==> config.mk <==
export PLATFORM = sky130hd
export DESIGN_NAME = spi_clk_divider
export DESIGN_NICKNAME = d
export VERILOG_FILES = /design/src/rtl/spi_clk_div_pkg.sv /design/src/rtl/spi_clk_ratio_dec.sv /design/src/rtl/spi_clk_phase_fsm.sv /design/src/rtl/spi_clk_edge_map.sv /design/src/rtl/spi_clk_divider.sv
export SDC_FILE = /design/constraint.sdc
export NUM_CORES = 1
export LEC_CHECK = 0
export BUFFER_PORTS_ARGS = -buffer_cell sky130_fd_sc_hd__buf_2
export CORE_ASPECT_RATIO = 0.5
export CORE_MARGIN = 1.5
export CORE_UTILIZATION = 54
export DETAILED_ROUTE_END_ITERATION = 8
export MAX_ROUTING_LAYER = met4
export PLACE_DENSITY = 0.76
export SLEW_MARGIN = 20
export SYNTH_ARGS = -nofsm -noshare
export SYNTH_HDL_FRONTEND = slang
export SYNTH_HIERARCHICAL = 1
export SYNTH_SLANG_ARGS = --single-unit
==> constraint.sdc <==
create_clock -name clk -period 2.8 [get_ports clk]
set_input_delay 0.84 -clock clk [delete_from_list [all_inputs] [get_ports clk]]
set_output_delay 0.84 -clock clk [all_outputs]
set_load 0.01 [all_outputs]
==> src/rtl/spi_clk_div_pkg.sv <==
package spi_clk_div_pkg;

    typedef enum logic [1:0] {
        ST_IDLE  = 2'd0,
        ST_LEAD  = 2'd1,
        ST_TRAIL = 2'd2,
        ST_FAST  = 2'd3
    } clkdiv_state_e;

endpackage

==> src/rtl/spi_clk_ratio_dec.sv <==
module spi_clk_ratio_dec #(
    parameter int CODE_W = 5
) (
    input  logic [CODE_W-1:0] code,
    output logic [CODE_W-1:0] ratio
);
    localparam int LOW_W = CODE_W - 1;

    logic [LOW_W-1:0]  low_part;
    logic [CODE_W-1:0] raw_ratio;

    assign low_part = code[LOW_W-1:0];

    // Upper half of the code space doubles the low bits; lower half is linear.
    always_comb begin
        if (code[CODE_W-1]) begin
            raw_ratio = {low_part, 1'b0};
        end else begin
            raw_ratio = code;
        end
    end

    // A zero result (codes 0 and 16) means divide-by-one.
    assign ratio = (raw_ratio == '0) ? CODE_W'(1) : raw_ratio;

    always_comb begin
        assert_ratio_nonzero_R3: assert (ratio != '0);
    end

endmodule

==> src/rtl/spi_clk_phase_fsm.sv <==
module spi_clk_phase_fsm
    import spi_clk_div_pkg::*;
#(
    parameter int RATIO_W = 5
) (
    input  logic               clk,
    input  logic               rst_n,
    input  logic               en,
    input  logic               cpol,
    input  logic [RATIO_W-1:0] ratio_in,
    output logic               sclk_q,
    output logic               lead_q,
    output logic               trail_q,
    output logic               fast_q,
    output logic [RATIO_W-1:0] ratio_q
);
    localparam logic [RATIO_W-1:0] ONE = RATIO_W'(1);

    clkdiv_state_e      state_q;
    clkdiv_state_e      state_d;
    logic [RATIO_W-1:0] cnt_q;
    logic               enter_lead;
    logic               enter_trail;
    logic               enter_fast;
    logic [RATIO_W-1:0] lead_cnt_init;
    logic [RATIO_W-1:0] trail_cnt_init;

    // Length of the first half: the high half takes the odd cycle.
    function automatic logic [RATIO_W-1:0] lead_len(
        input logic [RATIO_W-1:0] n,
        input logic               pol
    );
        logic [RATIO_W-1:0] half_dn;
        half_dn = n >> 1;
        return pol ? half_dn : (n - half_dn);
    endfunction

    assign lead_cnt_init  = lead_len(ratio_in, cpol) - ONE;
    assign trail_cnt_init = ratio_q - lead_len(ratio_q, cpol) - ONE;

    // Next-state logic.
    always_comb begin
        state_d = state_q;
        unique case (state_q)
            ST_IDLE: begin
                if (en) begin
                    state_d = (ratio_in == ONE) ? ST_FAST : ST_LEAD;
                end
            end
            ST_LEAD: begin
                if (!en) begin
                    state_d = ST_IDLE;
                end else if (cnt_q == '0) begin
                    state_d = ST_TRAIL;
                end
            end
            ST_TRAIL: begin
                if (!en) begin
                    state_d = ST_IDLE;
                end else if (cnt_q == '0) begin
                    state_d = (ratio_in == ONE) ? ST_FAST : ST_LEAD;
                end
            end
            ST_FAST: begin
                if (!en) begin
                    state_d = ST_IDLE;
                end else if (ratio_in != ONE) begin
                    state_d = ST_LEAD;
                end
            end
        endcase
    end

    assign enter_lead  = (state_d == ST_LEAD)  && (state_q != ST_LEAD);
    assign enter_trail = (state_d == ST_TRAIL) && (state_q != ST_TRAIL);
    assign enter_fast  = (state_d == ST_FAST)  && (state_q != ST_FAST);

    // State register with the phase counter and the held ratio.
    always_ff @(posedge clk or negedge rst_n) begin
        if (!rst_n) begin
            state_q <= ST_IDLE;
            cnt_q   <= '0;
            ratio_q <= ONE;
        end else begin
            state_q <= state_d;
            if (enter_lead) begin
                cnt_q   <= lead_cnt_init;
                ratio_q <= ratio_in;
            end else if (enter_trail) begin
                cnt_q <= trail_cnt_init;
            end else if (enter_fast) begin
                cnt_q   <= '0;
                ratio_q <= ratio_in;
            end else if (cnt_q != '0) begin
                cnt_q <= cnt_q - ONE;
            end
        end
    end

    // Registered outputs.
    always_ff @(posedge clk or negedge rst_n) begin
        if (!rst_n) begin
            sclk_q  <= 1'b0;
            lead_q  <= 1'b0;
            trail_q <= 1'b0;
            fast_q  <= 1'b0;
        end else begin
            sclk_q  <= (state_d == ST_LEAD) ? ~cpol : cpol;
            lead_q  <= enter_lead;
            trail_q <= enter_trail;
            fast_q  <= (state_d == ST_FAST);
        end
    end

    assert_edge_kinds_exclusive_R6: assert property (@(posedge clk) disable iff (!rst_n)
        $onehot0({lead_q, trail_q, fast_q}));

    assert_idle_when_off_R9: assert property (@(posedge clk) disable iff (!rst_n)
        ($past(rst_n) && !$past(en)) |-> (sclk_q == $past(cpol) && !lead_q && !trail_q && !fast_q));

    assert_no_double_lead_R4: assert property (@(posedge clk) disable iff (!rst_n)
        lead_q |=> !lead_q);

    assert_ratio_only_at_boundary_R8: assert property (@(posedge clk) disable iff (!rst_n)
        (ratio_q != $past(ratio_q)) |-> (lead_q || fast_q));

    assert_cnt_in_range_R1: assert property (@(posedge clk) disable iff (!rst_n)
        (state_q == ST_LEAD || state_q == ST_TRAIL) |-> (cnt_q < ratio_q));

    assert_toggle_marks_edge_R5: assert property (@(posedge clk) disable iff (!rst_n)
        ($past(rst_n) && $past(en) && $stable(cpol) && sclk_q != $past(sclk_q)) |-> (lead_q || trail_q));

endmodule

==> src/rtl/spi_clk_edge_map.sv <==
module spi_clk_edge_map #(
    parameter int RATIO_W = 5
) (
    input  logic               clk,
    input  logic               rst_n,
    input  logic               lead,
    input  logic               trail,
    input  logic               fast,
    input  logic [RATIO_W-1:0] ratio,
    input  logic               cpha,
    input  logic               capt_edge,
    output logic               shift_en,
    output logic               sample_en
);
    localparam logic [RATIO_W-1:0] CAPT_LIMIT = RATIO_W'(2);

    logic capt_active;
    logic sample_on_trail;

    assign capt_active     = capt_edge && (ratio <= CAPT_LIMIT);
    assign sample_on_trail = cpha ^ capt_active;

    always_comb begin
        shift_en  = fast | (cpha ? lead : trail);
        sample_en = fast | (sample_on_trail ? trail : lead);
    end

    assert_shared_edge_only_fast_R7: assert property (@(posedge clk) disable iff (!rst_n)
        (shift_en && sample_en) |-> (ratio <= CAPT_LIMIT));

    assert_no_pulse_between_edges_R6: assert property (@(posedge clk) disable iff (!rst_n)
        (!lead && !trail && !fast) |-> (!shift_en && !sample_en));

endmodule

==> src/rtl/spi_clk_divider.sv <==
module spi_clk_divider #(
    parameter int CODE_W = 5
) (
    input  logic              clk,
    input  logic              rst_n,
    input  logic              en,
    input  logic [CODE_W-1:0] div_code,
    input  logic              cpol,
    input  logic              cpha,
    input  logic              capt_edge,
    output logic              sclk,
    output logic              shift_en,
    output logic              sample_en
);
    localparam int RATIO_W = CODE_W;

    logic [RATIO_W-1:0] ratio_dec;
    logic [RATIO_W-1:0] ratio_held;
    logic               lead_p;
    logic               trail_p;
    logic               fast_p;

    spi_clk_ratio_dec #(
        .CODE_W (CODE_W)
    ) u_dec (
        .code  (div_code),
        .ratio (ratio_dec)
    );

    spi_clk_phase_fsm #(
        .RATIO_W (RATIO_W)
    ) u_fsm (
        .clk      (clk),
        .rst_n    (rst_n),
        .en       (en),
        .cpol     (cpol),
        .ratio_in (ratio_dec),
        .sclk_q   (sclk),
        .lead_q   (lead_p),
        .trail_q  (trail_p),
        .fast_q   (fast_p),
        .ratio_q  (ratio_held)
    );

    spi_clk_edge_map #(
        .RATIO_W (RATIO_W)
    ) u_map (
        .clk       (clk),
        .rst_n     (rst_n),
        .lead      (lead_p),
        .trail     (trail_p),
        .fast      (fast_p),
        .ratio     (ratio_held),
        .cpha      (cpha),
        .capt_edge (capt_edge),
        .shift_en  (shift_en),
        .sample_en (sample_en)
    );

endmodule

Word level (Yosys, flattened, before mapping)
Cells that the tools add are included.

Logic and storage cells: 64. Register bits after elaboration: 16. Input bits: 11. Output and inout bits: 3.

Add/subtract/negate cells: 6. Magnitude comparators: 1. Mux-type cells: 23. Reduce and logical (&&, ||, !) cells: 11. Equality and inequality tests: 12. Bitwise logic cells: 4.

Operators by type and width (count): two-way mux 5 bit (11); two-way mux 2 bit (8); subtractor 5 x 1 -> 5 bit (second input constant) (3); logical NOT 5 bit (2); subtractor 5 x 4 -> 5 bit (2); equality test 2 bit (second input constant) (4); one-hot mux 2 bit (4 select lines) (1); equality test 5 x 1 -> 1 bit (second input constant) (1); less-or-equal comparator 5 x 2 -> 1 bit (second input constant) (1); != test 5 x 1 -> 1 bit (second input constant) (1); nonzero test 5 bit (1); subtractor 5 bit (1); equality test 2 x 1 -> 1 bit (second input constant) (2); logical AND 1 bit (4); != test 2 x 1 -> 1 bit (second input constant) (2); != test 2 bit (second input constant) (2); nonzero test 4 bit (1); two-way mux 1 bit (3); logical NOT 2 bit (1); OR 1 bit (2); AND reduction 2 bit (1); nonzero test 2 bit (1); inverter 1 bit (1); XOR 1 bit (1).

Longest topological paths before layout
Gate-level depths: netlist of the first run.

Depth after elaboration: 13. Mapped depth: 13. Depth with buffers taken out: 13.

Modules after synthesis
Netlist of the first run, hierarchy kept.

Modules (own cells, without submodules): spi_clk_phase_fsm (seq. area each 401.6 um^2, instances 1, cells each 169, area an instance 1508.9 um^2); spi_clk_edge_map (seq. area each 0.0 um^2, instances 1, cells each 12, area an instance 81.3 um^2); spi_clk_ratio_dec (seq. area each 0.0 um^2, instances 1, cells each 6, area an instance 62.6 um^2).

Least setup slack after synthesis of the first run
No wires, ideal clock.

Path kind: in2reg. Start: in cpol. End: reg u_fsm.cnt_q[4]. Library setup time: 0.082 ns. Stages: 11. Setup slack: -0.229 ns. Data arrival time: 2.947 ns. Buffers on the path: 2. Required time: 2.718 ns. Cell sequence: buf_2 -> buf_1 -> mux2_2 -> ha_1 -> inv_1 -> fa_1 -> nor2b_1 -> o21a_1 -> o211a_1 -> o32a_1 -> a31oi_1.

Cells in the longest elaborated chain, start to end: 5. Elaborated cells on any way between the ends: 7. Classes of those cells: add/sub (3); mux (4).

RTL lines: start: declaration (RTL line spi_clk_divider.sv:8) `input logic cpol,`; two-way mux 5 bit (RTL line spi_clk_phase_fsm.sv:35) `return pol ? half_dn : (n - half_dn);`; subtractor 5 bit (RTL line spi_clk_phase_fsm.sv:39) `assign trail_cnt_init = ratio_q - lead_len(ratio_q, cpol) - ONE;`; subtractor 5 x 1 -> 5 bit (RTL line spi_clk_phase_fsm.sv:39); two-way mux 5 bit (RTL line spi_clk_phase_fsm.sv:89) `end else if (enter_trail) begin`; two-way mux 5 bit * (RTL line spi_clk_phase_fsm.sv:86) `if (enter_lead) begin`; end signal: assignment (RTL line spi_clk_phase_fsm.sv:87) `cnt_q <= lead_cnt_init;`; end signal: assignment (RTL line spi_clk_phase_fsm.sv:90) `cnt_q <= trail_cnt_init;`; end signal: assignment (RTL line spi_clk_phase_fsm.sv:95) `cnt_q <= cnt_q - ONE;`; end: declaration (RTL line spi_clk_phase_fsm.sv:21) `logic [RATIO_W-1:0] cnt_q;`.

Mark *: on every way between the ends. The rest lies on a longest branch, timed or not. A chain may end at the register's enable or synchronous reset.

Final worst setup path of the first run
Start: in div_code[0]. End: reg u_fsm.cnt_q[2].

Cells in the longest elaborated chain, start to end: 13. Elaborated cells on any way between the ends: 25. Classes of those cells: add/sub (2); eq/ne (5); mux (13); reduce/logical (5).

RTL lines: start: declaration (RTL line spi_clk_divider.sv:7) `input logic [CODE_W-1:0] div_code,`; two-way mux 5 bit * (RTL line spi_clk_ratio_dec.sv:16) `if (code[CODE_W-1]) begin`; logical NOT 5 bit (RTL line spi_clk_ratio_dec.sv:24) `assign ratio = (raw_ratio == '0) ? CODE_W'(1) : raw_ratio;`; two-way mux 5 bit * (RTL line spi_clk_ratio_dec.sv:24); net ratio_dec[1] (RTL line spi_clk_divider.sv:17) `logic [RATIO_W-1:0] ratio_dec;`; equality test 5 x 1 -> 1 bit (RTL line spi_clk_phase_fsm.sv:47, spi_clk_phase_fsm.sv:61); two-way mux 2 bit (RTL line spi_clk_phase_fsm.sv:47, spi_clk_phase_fsm.sv:61); two-way mux 2 bit (RTL line spi_clk_phase_fsm.sv:60) `end else if (cnt_q == '0) begin`; two-way mux 2 bit (RTL line spi_clk_phase_fsm.sv:58) `if (!en) begin`; one-hot mux 2 bit (4 select lines) (RTL line spi_clk_phase_fsm.sv:44) `unique case (state_q)`; equality test 2 bit (RTL line spi_clk_phase_fsm.sv:76) `assign enter_fast = (state_d == ST_FAST) && (state_q != ST_FAST);`; logical AND 1 bit (RTL line spi_clk_phase_fsm.sv:76); two-way mux 5 bit (RTL line spi_clk_phase_fsm.sv:91) `end else if (enter_fast) begin`; two-way mux 5 bit (RTL line spi_clk_phase_fsm.sv:89); two-way mux 5 bit (RTL line spi_clk_phase_fsm.sv:86).

Mark *: on every way through the listed nets, which the timed path passes. The rest lies on a longest branch.

==> results summary, run 1 <==
The flow ran to the end, but the final reports show violations. The final reports fail on setup timing. The worst hold path belongs to the class in2async. The placement row count came out at 13.

The final-report hold violation count came out at 0. In this run, the number of DRC markers left after iteration 0 of detailed routing was 90. The post-synthesis area per instance came out at 8.839 um2. The die is 81.24 um wide. Traced cell by cell, the critical path runs through buf_2, buf_4, mux2_2, ha_2, inv_2, fa_2, mux2i_2, ha_2, xor2_1, o221a_2, nor2_1. The measured slew at the worst slew-check pin came out at 558.8 ps. The maximum ir drop on the vdd rail came out at 0.0005333 V.

The area of the die is 3422 um2. The detailed-route DRC error count is 0. The count of nets left with antenna violations once routing finished came out at 0.

The total CTS buffers came out at 3. The cell type with the highest occurrence count on the critical path is sky130_fd_sc_hd__ha_2. The worst-case hold slack came out at 489.8 ps.

For this design the static power due to leakage is 1.002 nW. The count of buffers from port buffering is 13. The slowest stage of the critical path is the sky130_fd_sc_hd__fa_2 cell. In the synthesized netlist the async set-or-reset flop fraction comes to 100.0%. The final design utilization came out at 75.01%. The setup slack on the worst flop-to-flop path came out at 0 ps. The die is 42.12 um tall. The number of buffer and inverter instances along the worst setup path is 3.

The destination of the worst register-to-register timing path is u_fsm/cnt_q[4]$_DFFE_PN0P_. The number of flops mapped to enable cells by yosys came out at 0. The number of clock sinks is 16.

The placed standard-cell area is 1913 um2. The total instance count after detailed placement is 255. The max-slew violation count was 0. Counting every instance in the synthesized netlist gives 187. The count of synthesis-stage warnings from yosys is 6. The data arrival at the endpoint of the critical path came out at 2960 ps. On the worst path, the slowest cell contributes a delay of 420 ps.

The post-route cell area came out at 2062 um2. The region available for standard cell placement spans 2749 um2. The placed wire-length estimate is 3.098 mm.

The upper clock frequency limit came out at 0.3564 GHz. The most used flip-flop cell after synthesis is sky130_fd_sc_hd__dfrtp_1. The count of pins on the block boundary is 14. The largest net degree at the start of global routing came out at 17. The number of synthesized register bits is 16. The antenna cell count came out at 0. The routed design has 4.169 mm of wire. The number of global-route vias before repair is 1438. The overall fraction of global-route tracks in use came out at 26.28%. The clock transition time at the flip-flop clock pins of the worst setup and hold paths came out at 70 ps. met2 is the most crowded layer. For this run, the detailed router's first-pass iteration total came to 4. The kind of cell with the highest combined delay along the critical path is adder cells. The worst register-to-register path begins at u_fsm/ratio_q[0]$_DFFE_PN1P_. The area growth from synthesis to layout is 24.75%.

The number of standard cells in the final layout excluding fillers came out at 264. The routed via count divided by cell count came out at 5.758. The worst-case clock skew is 2.314 ps. Routability-driven placement finished with a final weighted congestion of 0.8769. Setup violations remaining at the end of the flow were counted as 3. In this run the worst path has a maximum fanout of 4. Setup repair after global routing could not meet its margin everywhere. The met1 global-route usage came out at 37.27%. The mapped cell area is 1653 um2. The total power density per cell area is 737.9 nW/um2. TritonCTS built the clock tree. The time the worst path needs with I/O delays and setup came out at 2806 ps. The number of different library cells in the post-synthesis netlist is 59.

The count of maximum capacitance violations came out at 0. In the final design database the tool counted 259 nets. The first global-routing pass estimated 6.582 mm of wire. At the later pin of the worst-skew pair, clock insertion delay measures 260 ps. The initial antenna violation count is 0. The tree is rooted in a sky130_fd_sc_hd__clkbuf_8.

Of the cells placed in the final design, the portion with a size suffix greater than 1 is 31.72%. The endpoint required time on the critical path is 2960 ps. The initial core utilization is 60.13%. The H-tree depth is 1.

The worst setup path is of the in2reg kind. The share of the Yosys chip area taken by registers is 24.30%. In the final routed layout, each cell accounts on average for 15.79 um. The met2 usage in global routing is 38.17%. Measured in cells, the most critical reg-to-reg path has a length of 11. The vias after detailed routing came out at 1520. The largest buffer count on any clock path is 2. Once routing completed, OpenROAD measured the worst setup slack at -5.999 ps. Counting every net in the synthesized netlist gives 218. The worst slew margin relative to its limit came out at 62.16%. The routing usage on met3 came out at 5.435%. The worst setup path is captured at a register. The final critical path takes up 100.2% of the cycle. The total overflow left after global routing is 0. The startpoint type of the worst setup path is an input port.
[cells by family (layout without fill, tap and decap cells)]
family / Yosys count / in the layout / share of synthesized area (%)
compound gates: 50 / 50 / 21.73
fa+ha+maj: 20 / 20 / 16.50
simple gates: 58 / 58 / 20.74
xor+xnor: 10 / 10 / 5.299
buf+inv: 25 / 65 / 6.207
flops: 16 / 16 / 24.30
mux: 8 / 8 / 5.223
[synth_stat cells, drive strengths merged (3+ instances only)]
| library cell | number | area [um2] |
|---|---|---|
| and2 | 3 | 18.77 |
| xor2 | 4 | 35.03 |
| and3 | 3 | 18.77 |
| buf | 3 | 20.01 |
| a211o | 4 | 35.03 |
| nand3 | 4 | 20.02 |
| inv | 19 | 71.32 |
| a21oi | 13 | 68.82 |
| fa | 3 | 60.06 |
| a22o | 3 | 26.28 |
| mux2i | 3 | 30.03 |
| mux2 | 5 | 56.30 |
| xnor2 | 6 | 52.55 |
| clkbuf | 3 | 11.26 |
| nand4 | 3 | 18.77 |
| nor2b | 3 | 18.77 |
| o21ai | 8 | 40.03 |
| nor2 | 12 | 61.31 |
| ha | 17 | 212.7 |
| nand2 | 13 | 51.30 |
| a21o | 3 | 22.52 |
| dfrtp | 15 | 375.4 |
[metal layers]
layer,wire (um),part of all wire (%)
met1,2089,50
met2,1829,44
met3,204,4.9
met4,45,1.1
met5,0,0
[power breakdown]
part	internal, mW	total (mW)	leakage [nW]	switching, mW
Sequential	0.297	0.376	0.198	0.0789
Combinational	0.474	0.930	0.775	0.455
Clock	0.125	0.216	0.0288	0.0908
Total	0.897	1.52	1.00	0.625
[sequential cells by signal, summed over array words and instances (netlist names)]
register       flops
u_fsm/cnt_q        5
u_fsm/state_q      2
u_fsm/sclk_q       1
u_fsm/trail_q      1
u_fsm/lead_q       1
u_fsm/fast_q       1
u_fsm/ratio_q      5
[area by class of cell]
class / instances / area (um2)
Timing Repair Buffer: 42 / 289.0
Sequential cell: 16 / 401.6
Clock buffer: 4 / 55.05
Tap cell: 37 / 46.29
Fill cell: 183 / 686.9
Inverter: 19 / 71.32
Multi-Input combinational cell: 146 / 1199
[layout by cell type, fill, tap and decap left out, types with 4 or more instances in the layout]
cell / synthesis / final
sky130_fd_sc_hd__inv_1: 19 / 17
sky130_fd_sc_hd__a21oi_1: 12 / 12
sky130_fd_sc_hd__nand2_1: 12 / 12
sky130_fd_sc_hd__buf_4: 0 / 29
sky130_fd_sc_hd__xor2_1: 4 / 4
sky130_fd_sc_hd__xnor2_1: 6 / 6
sky130_fd_sc_hd__a211o_1: 4 / 4
sky130_fd_sc_hd__o21ai_0: 7 / 7
sky130_fd_sc_hd__nor2_1: 11 / 11
sky130_fd_sc_hd__mux2_2: 5 / 4
sky130_fd_sc_hd__ha_1: 17 / 14
sky130_fd_sc_hd__clkbuf_8: 0 / 4
sky130_fd_sc_hd__buf_2: 1 / 12
sky130_fd_sc_hd__dfrtp_1: 15 / 15
[stage by stage]
stage	setup WS, ps	TNS, ps	power, mW
6_report	-5.999	-13.34	1.522
5_1_grt	-110.3	-264.6	1.639
4_1_cts	2.310	0	1.450
3_5_place_dp	-294.9	-845.9	1.212
3_3_place_gp	-136.9	-422.4	1.188
2_1_floorplan	20.14	0	0.9832
[worst max path at each step]
stage / startpoint / to / depth (start not counted)
floorplan: div_code[1] / u_fsm/cnt_q[2]$_DFFE_PN0P_ / 10
CTS: u_fsm/ratio_q[0]$_DFFE_PN1P_ / u_fsm/cnt_q[4]$_DFFE_PN0P_ / 11
global placement: div_code[1] / u_fsm/cnt_q[2]$_DFFE_PN0P_ / 11
finish: div_code[0] / u_fsm/cnt_q[2]$_DFFE_PN0P_ / 11
detailed placement: div_code[1] / u_fsm/cnt_q[2]$_DFFE_PN0P_ / 11
global route: u_fsm/ratio_q[1]$_DFFE_PN0P_ / u_fsm/cnt_q[4]$_DFFE_PN0P_ / 12
[what timing repair did]
item | CTS | global route
hold buffers | 0 | 0
pin swaps | 1 | 11
setup buffers | 2 | 3
setup endpoints to repair | 2 | 4
gates cloned | 0 | 0
resized for setup | 4 | 12
[worst register-to-register path: cells and delay by family, from the launching register on]
family / cells / cell delay [ps]
AOI/OAI and AO/OA: 4 / 680
adders and majority gates: 3 / 950
buffers and inverters: 2 / 140
DFF: 1 / 540
muxes: 1 / 290
and+or+nand+nor: 1 / 130
No activity file was read; power rests on OpenSTA's default activity.
==> run 2, diff against run 1 <==
Settings changed: SYNTH_HIERARCHICAL 1 to not set.
==> run 2 against run 1 <==
The flow still finishes with violations (setup timing). Critical path depth down 2. Cell area up 0.85%. Critical path type is now reg2out. Routed wire length up 2.2%. First-iteration DRC count down 6.7%. Global-route usage up 1.4 points. Clock power up 2%. Combinational power down 3.3%. Sequential share of layout area down 0.16 points. Synthesized cell count up 4.3%. Die area up 1.1%. Register-to-register slack worse by 80 ps.
==> results summary, run 2 <==
Run status: finished, violations left (unchanged). Violations in the final reports: setup timing (unchanged). The total instance count after detailed placement is 258 (was 255). The data arrival at the endpoint of the critical path came out at 2060 ps (was 2960 ps). The most frequent cell after synthesis is sky130_fd_sc_hd__a21oi_1 (was sky130_fd_sc_hd__inv_1). The number of synthesized register bits is 16 (unchanged).

The upper clock frequency limit came to 0.3448 GHz (was 0.3564 GHz). The number of nets in the layout is 265 (was 259). The placed standard-cell area came to 1886 um2 (was 1913 um2). The total CTS buffers is 3 (unchanged). The initial antenna violation count is 0 (unchanged). The most used flip-flop cell after synthesis was sky130_fd_sc_hd__dfrtp_1 (unchanged). The largest net degree at the start of global routing is 19 (was 17). The area of the die came out at 3459 um2 (was 3422 um2).

Setup repair after global routing missed its margin: true (unchanged). The net count after synthesis is 228 (was 218). The number of standard cells in the final layout excluding fillers is 271 (was 264). The total power density per cell area is 714.6 nW/um2 (was 737.9 nW/um2). The fraction of synthesis flops using an asynchronous set or reset pin came out at 100.0% (unchanged). The largest delay contributor family on the critical path is flip-flops (was adder cells).

The number of flops mapped to enable cells by yosys was 0 (unchanged). The area share of the largest cell type after synthesis was 22.46% (was 22.71%). The worst-case clock skew came out at 9.071 ps (was 2.314 ps). The routed wire length per instance is 15.73 um (was 15.79 um).

The root buffer selected by CTS is sky130_fd_sc_hd__clkbuf_8 (unchanged). The endpoint required time on the critical path came out at 1960 ps (was 2960 ps). Largest registers: u_fsm.cnt_q: 5 flops, u_fsm.ratio_q: 5 flops, u_fsm.state_q: 2 flops (was u_fsm/cnt_q: 5 flops, u_fsm/ratio_q: 5 flops, u_fsm/state_q: 2 flops).

The cell leakage power is 1.021 nW (was 1.002 nW). The largest buffer count on any clock path is 2 (unchanged). The final period utilization is 103.6% (was 100.2%). The die boundary width is 81.69 um (was 81.24 um).

The startpoint type of the worst setup path is a register (was input port). The detailed-route DRC error count is 0 (unchanged). The number of clock sinks is 16 (unchanged). The post-route cell area was 2079 um2 (was 2062 um2).

The violation count after the first detailed-route iteration came out at 84 (was 90). The count of buffers from port buffering is 13 (unchanged). The number of cells on the worst reg-to-reg path was 10 (was 11).

The placed wire-length estimate is 3.195 mm (was 3.098 mm). The fraction of the mapped netlist area in compound gates came to 21.18% (was 21.73%). The antenna cell count is 0 (unchanged).

Highest-count cells in the layout ignoring fill and taps: 25 x sky130_fd_sc_hd__buf_4, 19 x sky130_fd_sc_hd__a21oi_1, 16 x sky130_fd_sc_hd__ha_1 (was 29 x sky130_fd_sc_hd__buf_4, 17 x sky130_fd_sc_hd__inv_1, 15 x sky130_fd_sc_hd__dfrtp_1). The multiplexer area fraction after synthesis came out at 4.491% (was 5.223%). The vias after detailed routing is 1558 (was 1520).

The total iterations of the first detailed-routing run came out at 4 (unchanged). The simple-gate share of the synthesized area came out at 19.01% (was 20.74%). The maximum single-stage delay on the critical path is 560 ps (was 420 ps). The overall fraction of global-route tracks in use came out at 27.71% (was 26.28%).

The type of the most critical hold path is in2async (unchanged). The share of the synthesized netlist area taken by xor and xnor gates came out at 7.859% (was 5.299%). The final-report hold violation count is 0 (unchanged). The clock latency reported for the late side of the worst-skew pair came out at 270 ps (was 260 ps). The final critical-path setup slack was -100.1 ps (was -5.999 ps).

The count of synthesis-stage warnings from yosys came out at 0 (was 6). The vertical extent of the die came out at 42.34 um (was 42.12 um). The number of global-route vias before repair came out at 1474 (was 1438). The placement row count came out at 14 (was 13). The total wire length after detailed routing was 4.262 mm (was 4.169 mm). The cell at the slowest stage of the critical path is sky130_fd_sc_hd__dfstp_2 (was sky130_fd_sc_hd__fa_2). The kind of capture point of the worst setup path is an output port (was register). The TritonCTS clock tree was done (unchanged). The number of buffer and inverter instances along the worst setup path came to 3 (unchanged). The final design utilization came out at 69.83% (was 75.01%). The number of different library cells in the post-synthesis netlist is 47 (was 59). The ratio of cells with drive above 1 in the final layout came out at 28.14% (was 31.72%). The total design power came to 1.486 mW (was 1.522 mW). Synth top area cells: sky130_fd_sc_hd__dfrtp_1 22%, sky130_fd_sc_hd__ha_1 14%, sky130_fd_sc_hd__a21oi_1 6.0%, sky130_fd_sc_hd__xor2_1 5.2%, sky130_fd_sc_hd__fa_1 3.6% (was sky130_fd_sc_hd__dfrtp_1 23%, sky130_fd_sc_hd__ha_1 13%, sky130_fd_sc_hd__inv_1 4.3%, sky130_fd_sc_hd__a21oi_1 3.6%, sky130_fd_sc_hd__fa_1 3.6%). The H-tree depth came out at 1 (unchanged).

Leading cell types by count after synthesis: 20 x sky130_fd_sc_hd__a21oi_1, 19 x sky130_fd_sc_hd__ha_1, 16 x sky130_fd_sc_hd__inv_1 (was 19 x sky130_fd_sc_hd__inv_1, 17 x sky130_fd_sc_hd__ha_1, 15 x sky130_fd_sc_hd__dfrtp_1). The maximum ir drop on the vdd rail came out at 0.0003394 V (was 0.0005333 V). The global placement routability congestion came out at 0.8759 (was 0.8769). The largest family of logic cells by synthesized area was compound AO/OA/AOI/OAI gates (unchanged). The placeable core region was 2978 um2 (was 2749 um2). The worst slew margin relative to its limit came out at 55.59% (was 62.16%).

The highest fanout seen on the critical path was 2 (was 4). The startpoint-to-endpoint class of the critical path is reg2out (was in2reg). The setup TNS is -182.0 ps (was -13.34 ps). The post-detailed-route count of antenna-violating nets is 0 (unchanged). The cell type with the highest occurrence count on the critical path is sky130_fd_sc_hd__buf_6 (was sky130_fd_sc_hd__ha_2). The max-slew violation count is 0 (unchanged).

Worst-path cell chain: inv_4, buf_6, ha_4, a32o_2, nand2_2, xor2_2, nor2b_1, a211o_1, buf_6 (was buf_2, buf_4, mux2_2, ha_2, inv_2, fa_2, mux2i_2, ha_2, xor2_1, o221a_2, nor2_1). The number of hold buffers added after CTS came out at 0 (unchanged). The leading cell type in the layout, fill and taps excluded is sky130_fd_sc_hd__buf_4 (unchanged).

The relative area change from synthesis to final layout came out at 24.40% (was 24.75%). The post-synthesis cell type with the largest combined area is sky130_fd_sc_hd__dfrtp_1 (unchanged). The share of synthesized area occupied by flip-flops and latches came out at 24.03% (was 24.30%).

The measured slew at the worst slew-check pin came to 657.8 ps (was 558.8 ps). The wire length of the first global-routing pass came out at 6.913 mm (was 6.582 mm). The worst slack at placement is -213.1 ps (was -294.9 ps). The time the worst path needs with I/O delays and setup came to 2900 ps (was 2806 ps).

The post-synthesis area per instance came to 8.572 um2 (was 8.839 um2). The worst-case hold slack is 490.6 ps (was 489.8 ps). The count of maximum capacitance violations is 0 (unchanged). The mapped cell area is 1672 um2 (was 1653 um2). The adder-cell area share of the yosys netlist is 17.81% (was 16.50%). The initial core utilization came out at 56.13% (was 60.13%). The count of mapped cells out of synthesis is 195 (was 187). The routed via count divided by cell count was 5.749 (was 5.758).

The setup-violating endpoint count in the final report came to 2 (was 3). The count of pins on the block boundary is 14 (unchanged). The total global routing overflow came out at 0 (unchanged). The number of cells on the critical path came out at 9 (was 11).

The clock transition time at the flip-flop clock pins of the worst setup and hold paths came to 70 ps (about the same).
run 2: changes by cell type after synthesis, moves of 2 or more:
cell,delta
sky130_fd_sc_hd__xor2_1,+6
sky130_fd_sc_hd__a211o_1,-2
sky130_fd_sc_hd__o21ai_0,+2
sky130_fd_sc_hd__ha_1,+2
sky130_fd_sc_hd__nand2b_1,+4
sky130_fd_sc_hd__a21oi_1,+8
sky130_fd_sc_hd__nor2b_1,+3
sky130_fd_sc_hd__nor3b_1,+2
sky130_fd_sc_hd__a22oi_1,+2
sky130_fd_sc_hd__nand3b_1,-2
sky130_fd_sc_hd__inv_1,-3
sky130_fd_sc_hd__nand4_1,-3
sky130_fd_sc_hd__buf_2,+2
run 2: final cells by class:
type	instances	area [um2]
Sequential cell	16	401.6
Clock buffer	4	55.05
Multi-Input combinational cell	156	1240
Tap cell	40	50.05
Timing Repair Buffer	39	270.3
Fill cell	237	898.4
Inverter	16	62.56
run 2: worst paths after layout:
kind,from,endpoint,slack (ps)
worst max-delay path,u_fsm.ratio_q[0]$_DFFE_PN1P_,sample_en,-100
worst min-delay path,rst_n,u_fsm.cnt_q[3]$_DFFE_PN0P_,490
worst max register to register,u_fsm.ratio_q[0]$_DFFE_PN1P_,u_fsm.cnt_q[1]$_DFFE_PN0P_,-80
worst min register to register,u_fsm.ratio_q[4]$_DFFE_PN0P_,u_fsm.ratio_q[4]$_DFFE_PN0P_,500
max in group asynchronous,rst_n,u_fsm.ratio_q[0]$_DFFE_PN1P_,1990
min in group clk,u_fsm.ratio_q[4]$_DFFE_PN0P_,u_fsm.ratio_q[4]$_DFFE_PN0P_,500
run 2: per-layer routing:
metal / part of all wire (%) / track usage, % / vias to the layer above
li1: - / - / 759
met4: 2.1 / 8.136 / 0
met5: 0 / - / -
met3: 5.1 / 5.435 / 13
met1: 46 / 36.77 / 745
met2: 46 / 43.14 / 41
run 2: logic make-up after synthesis:
group                      count (synthesis)
and+or+nand+nor                           58
AOI/OAI and AO/OA                         54
buffers and inverters                     23
adders and majority gates                 22
DFF                                       16
xor gates and xnor gates                  15
muxes                                      7
run 2: report_power, final:
part           internal [mW]  switching, mW  total [mW]
Sequential             0.299         0.0688       0.367
Clock                  0.125         0.0946       0.220
Combinational          0.448          0.451       0.899
run 2: what timing repair did:
| action | CTS | global route |
|---|---|---|
| gates resized for setup | 9 | 8 |
| pin swaps | 6 | 8 |
| endpoints found under the setup margin | 3 | 3 |
| buffers inserted | 2 | 7 |
==> run 3, diff against run 2 <==
--- a/config.mk
+++ b/config.mk
@@ -7,2 +7,3 @@
 export LEC_CHECK = 0
+export ABC_CLOCK_PERIOD_IN_PS = 2800
 export BUFFER_PORTS_ARGS = -buffer_cell sky130_fd_sc_hd__buf_2
@@ -10,6 +11,5 @@
 export CORE_MARGIN = 1.5
-export CORE_UTILIZATION = 54
+export CORE_UTILIZATION = 25
 export DETAILED_ROUTE_END_ITERATION = 8
 export MAX_ROUTING_LAYER = met4
-export PLACE_DENSITY = 0.76
 export SLEW_MARGIN = 20
==> constraint.sdc (replaced) <==
create_clock -name clk -period 2.8 [get_ports clk]
set_input_delay 0.28 -clock clk [delete_from_list [all_inputs] [get_ports clk]]
set_output_delay 0.28 -clock clk [all_outputs]
set_load 0.01 [all_outputs]
==> run 3 against run 2 <==
The flow now finishes without violations. Maximum frequency rose by 7.9%. Non-clock buffer count fell by 21. Critical path depth did not move. Utilization fell by 39 points. Highest routed layer unchanged. Setup slack improved by 210 ps. Via count fell by 11%. Hold slack got worse by 60 ps. Sequential share of layout area rose by 1.3 points.
==> results summary, run 3 (synthesis gave the netlist of run 2 again) <==
The cell type with the highest occurrence count on the critical path is sky130_fd_sc_hd__inv_1 (was sky130_fd_sc_hd__buf_6). The kind of capture point of the worst setup path is a register (was output port). The setup-violating endpoint count in the final report came to 0 (was 2). The wire length of the first global-routing pass was 6.320 mm (was 6.913 mm). The max-slew violation count came out at 0 (unchanged). The worst slew margin relative to its limit is 64.92% (was 55.59%). The multi-input combinational cell area is 1185 um2 (was 1240 um2).

The global placement routability congestion was 0.7997 (was 0.8759). The cell at the slowest stage of the critical path is sky130_fd_sc_hd__dfstp_2 (unchanged). The vias after detailed routing came to 1394 (was 1558). The number of nets in the layout is 244 (was 265). The count of pins on the block boundary came out at 14 (unchanged). The setup TNS came out at 0 ps (was -182.0 ps). The largest net degree at the start of global routing is 23 (was 19).

Setup repair after global routing missed its margin: false (was true). The highest fanout seen on the critical path was 2 (unchanged). The ratio of cells with drive above 1 in the final layout came out at 15.24% (was 28.14%). The violation count after the first detailed-route iteration is 43 (was 84). The root buffer selected by CTS is sky130_fd_sc_hd__clkbuf_16 (was sky130_fd_sc_hd__clkbuf_8).

The maximum ir drop on the vdd rail came to 0.0002193 V (was 0.0003394 V). The final design utilization came to 31.18% (was 69.83%). The die boundary width came out at 118.6 um (was 81.69 um).

The TritonCTS clock tree is done (unchanged). The antenna cell count came out at 0 (unchanged). The placed wire-length estimate came out at 2.953 mm (was 3.195 mm). The detailed-route DRC error count is 0 (unchanged).

The worst slack at placement is 28.24 ps (was -213.1 ps). The startpoint type of the worst setup path is a register (unchanged). The total instance count after detailed placement came out at 293 (was 258). The worst-case clock skew came out at 4.997 ps (was 9.071 ps).

The endpoint required time on the critical path came to 2930 ps (was 1960 ps). The area taken by flip-flops and latches came out at 401.6 um2 (unchanged). The time the worst path needs with I/O delays and setup came out at 2687 ps (was 2900 ps).

Worst-path cell chain: inv_1, ha_2, inv_1, fa_1, mux2_4, fa_2, o31ai_1, a311o_1, a22o_1 (was inv_4, buf_6, ha_4, a32o_2, nand2_2, xor2_2, nor2b_1, a211o_1, buf_6). Largest registers: u_fsm.cnt_q: 5 flops, u_fsm.ratio_q: 5 flops, u_fsm.state_q: 2 flops (unchanged). The count of filler cells inserted in the layout came out at 679 (was 237). The startpoint-to-endpoint class of the critical path is reg2reg (was reg2out). The largest buffer count on any clock path is 2 (unchanged).

The final period utilization came out at 95.96% (was 103.6%). The total wire length after detailed routing came out at 3.721 mm (was 4.262 mm). The count of maximum capacitance violations came out at 0 (unchanged).

The clock transition time at the flip-flop clock pins of the worst setup and hold paths came out at 50 ps (was 70 ps). Highest-count cells in the layout ignoring fill and taps: 20 x sky130_fd_sc_hd__a21oi_1, 18 x sky130_fd_sc_hd__ha_1, 16 x sky130_fd_sc_hd__inv_1 (was 25 x sky130_fd_sc_hd__buf_4, 19 x sky130_fd_sc_hd__a21oi_1, 16 x sky130_fd_sc_hd__ha_1). The measured slew at the worst slew-check pin came out at 519.6 ps (was 657.8 ps). The H-tree depth came to 1 (unchanged). The maximum single-stage delay on the critical path came out at 530 ps (was 560 ps). The overall fraction of global-route tracks in use is 11.43% (was 27.71%). The post-route cell area came out at 1951 um2 (was 2079 um2). The leading cell type in the layout, fill and taps excluded is sky130_fd_sc_hd__a21oi_1 (was sky130_fd_sc_hd__buf_4). The number of global-route vias before repair came to 1330 (was 1474). The type of the most critical hold path was in2reg (was in2async).

The final critical-path setup slack came to 113.1 ps (was -100.1 ps). The clock latency reported for the late side of the worst-skew pair was 250 ps (was 270 ps). The post-detailed-route count of antenna-violating nets came out at 0 (unchanged).

The data arrival at the endpoint of the critical path is 2820 ps (was 2060 ps). The placeable core region came out at 6256 um2 (was 2978 um2). The routed via count divided by cell count came out at 4.678 (was 5.749). The routed wire length per instance was 12.49 um (was 15.73 um). The count of buffers from port buffering came out at 13 (unchanged). The vertical extent of the die is 60.82 um (was 42.34 um). The number of clock sinks is 16 (unchanged).

The total power density per cell area came out at 734.5 nW/um2 (was 714.6 nW/um2). The area of the die came to 7216 um2 (was 3459 um2). Run status: complete, no violations (was finished, violations left). The final-report hold violation count came out at 0 (unchanged). The placed standard-cell area was 1843 um2 (was 1886 um2). The initial antenna violation count is 0 (unchanged). The initial core utilization came out at 26.72% (was 56.13%).

The placement row count came out at 20 (was 14). The total iterations of the first detailed-routing run came out at 4 (unchanged). The relative area change from synthesis to final layout came out at 16.69% (was 24.40%).

The total global routing overflow came out at 0 (unchanged). The upper clock frequency limit is 0.3722 GHz (was 0.3448 GHz). The total CTS buffers is 3 (unchanged). The cell leakage power is 0.9185 nW (was 1.021 nW).

The number of standard cells in the final layout excluding fillers came out at 298 (was 271).
==> run 3: changes by cell type in the layout (fill, tap and decap cells not counted), sizes merged <==
cell	delta
buf	-22
dlygate4sd3	+1
==> run 3: through the flow <==
stage / total power, mW / hold WS, ps
after floorplan: 0.9346 / -15.59
after global placement: 1.089 / 217.6
after detailed placement: 1.110 / 224.1
after CTS: 1.429 / 429.1
after global routing: 1.558 / 454.2
final: 1.433 / 430.8
==> run 3: final cells by class <==
class | instances | share of cell area, %
clock buffer | 4 | 4.554
inverter | 16 | 3.079
multi-input combinational | 156 | 60.74
sequential | 16 | 20.59
tap | 88 | 5.645
timing repair buffer | 18 | 5.388
==> run 3: worst paths after layout <==
| kind | startpoint | end | slack, ps | depth (start not counted) |
|---|---|---|---|---|
| worst max-delay path | u_fsm.ratio_q[0]$_DFFE_PN1P_ | u_fsm.cnt_q[1]$_DFFE_PN0P_ | 110 | 9 |
| worst min-delay path | en | u_fsm.state_q[1]$_DFF_PN0_ | 430 | 2 |
| min in group asynchronous | rst_n | u_fsm.ratio_q[4]$_DFFE_PN0P_ | 480 | 2 |
| max in group asynchronous | rst_n | u_fsm.ratio_q[0]$_DFFE_PN1P_ | 2010 | 2 |
| worst max register to register | u_fsm.ratio_q[0]$_DFFE_PN1P_ | u_fsm.cnt_q[1]$_DFFE_PN0P_ | 110 | 9 |
| worst min register to register | u_fsm.ratio_q[4]$_DFFE_PN0P_ | u_fsm.ratio_q[4]$_DFFE_PN0P_ | 510 | 2 |
==> run 3: repair_timing <==
action / CTS / global route
endpoints found under the hold margin: 15 / 0
resized for setup: 0 / 3
hold buffers: 1 / 0
buffers inserted: 0 / 0
endpoints found under the setup margin: 0 / 2
==> run 3: critical path, delay by kind of cell, from the launching register on <==
kind | cells | cell delay [ps]
fa+ha+maj | 3 | 1120
flops | 1 | 530
compound gates | 3 | 510
mux | 1 | 300
buf+inv | 2 | 110
==> run 3: power breakdown <==
| group | leakage [nW] | switching [mW] | internal [mW] | total (mW) |
|---|---|---|---|---|
| clock network | 0.0442 | 0.0916 | 0.217 | 0.309 |
| logic | 0.681 | 0.393 | 0.366 | 0.760 |
| registers | 0.193 | 0.0654 | 0.299 | 0.365 |
| total | 0.918 | 0.550 | 0.883 | 1.43 |
==> run 3: routing by layer <==
metal	global-route usage [%]	up-vias	part of all wire, %
met5	-	-	0
met3	1.598	4	5.3
li1	-	715	-
met4	3.098	0	1.0
met2	19.02	32	44
met1	14.92	643	50
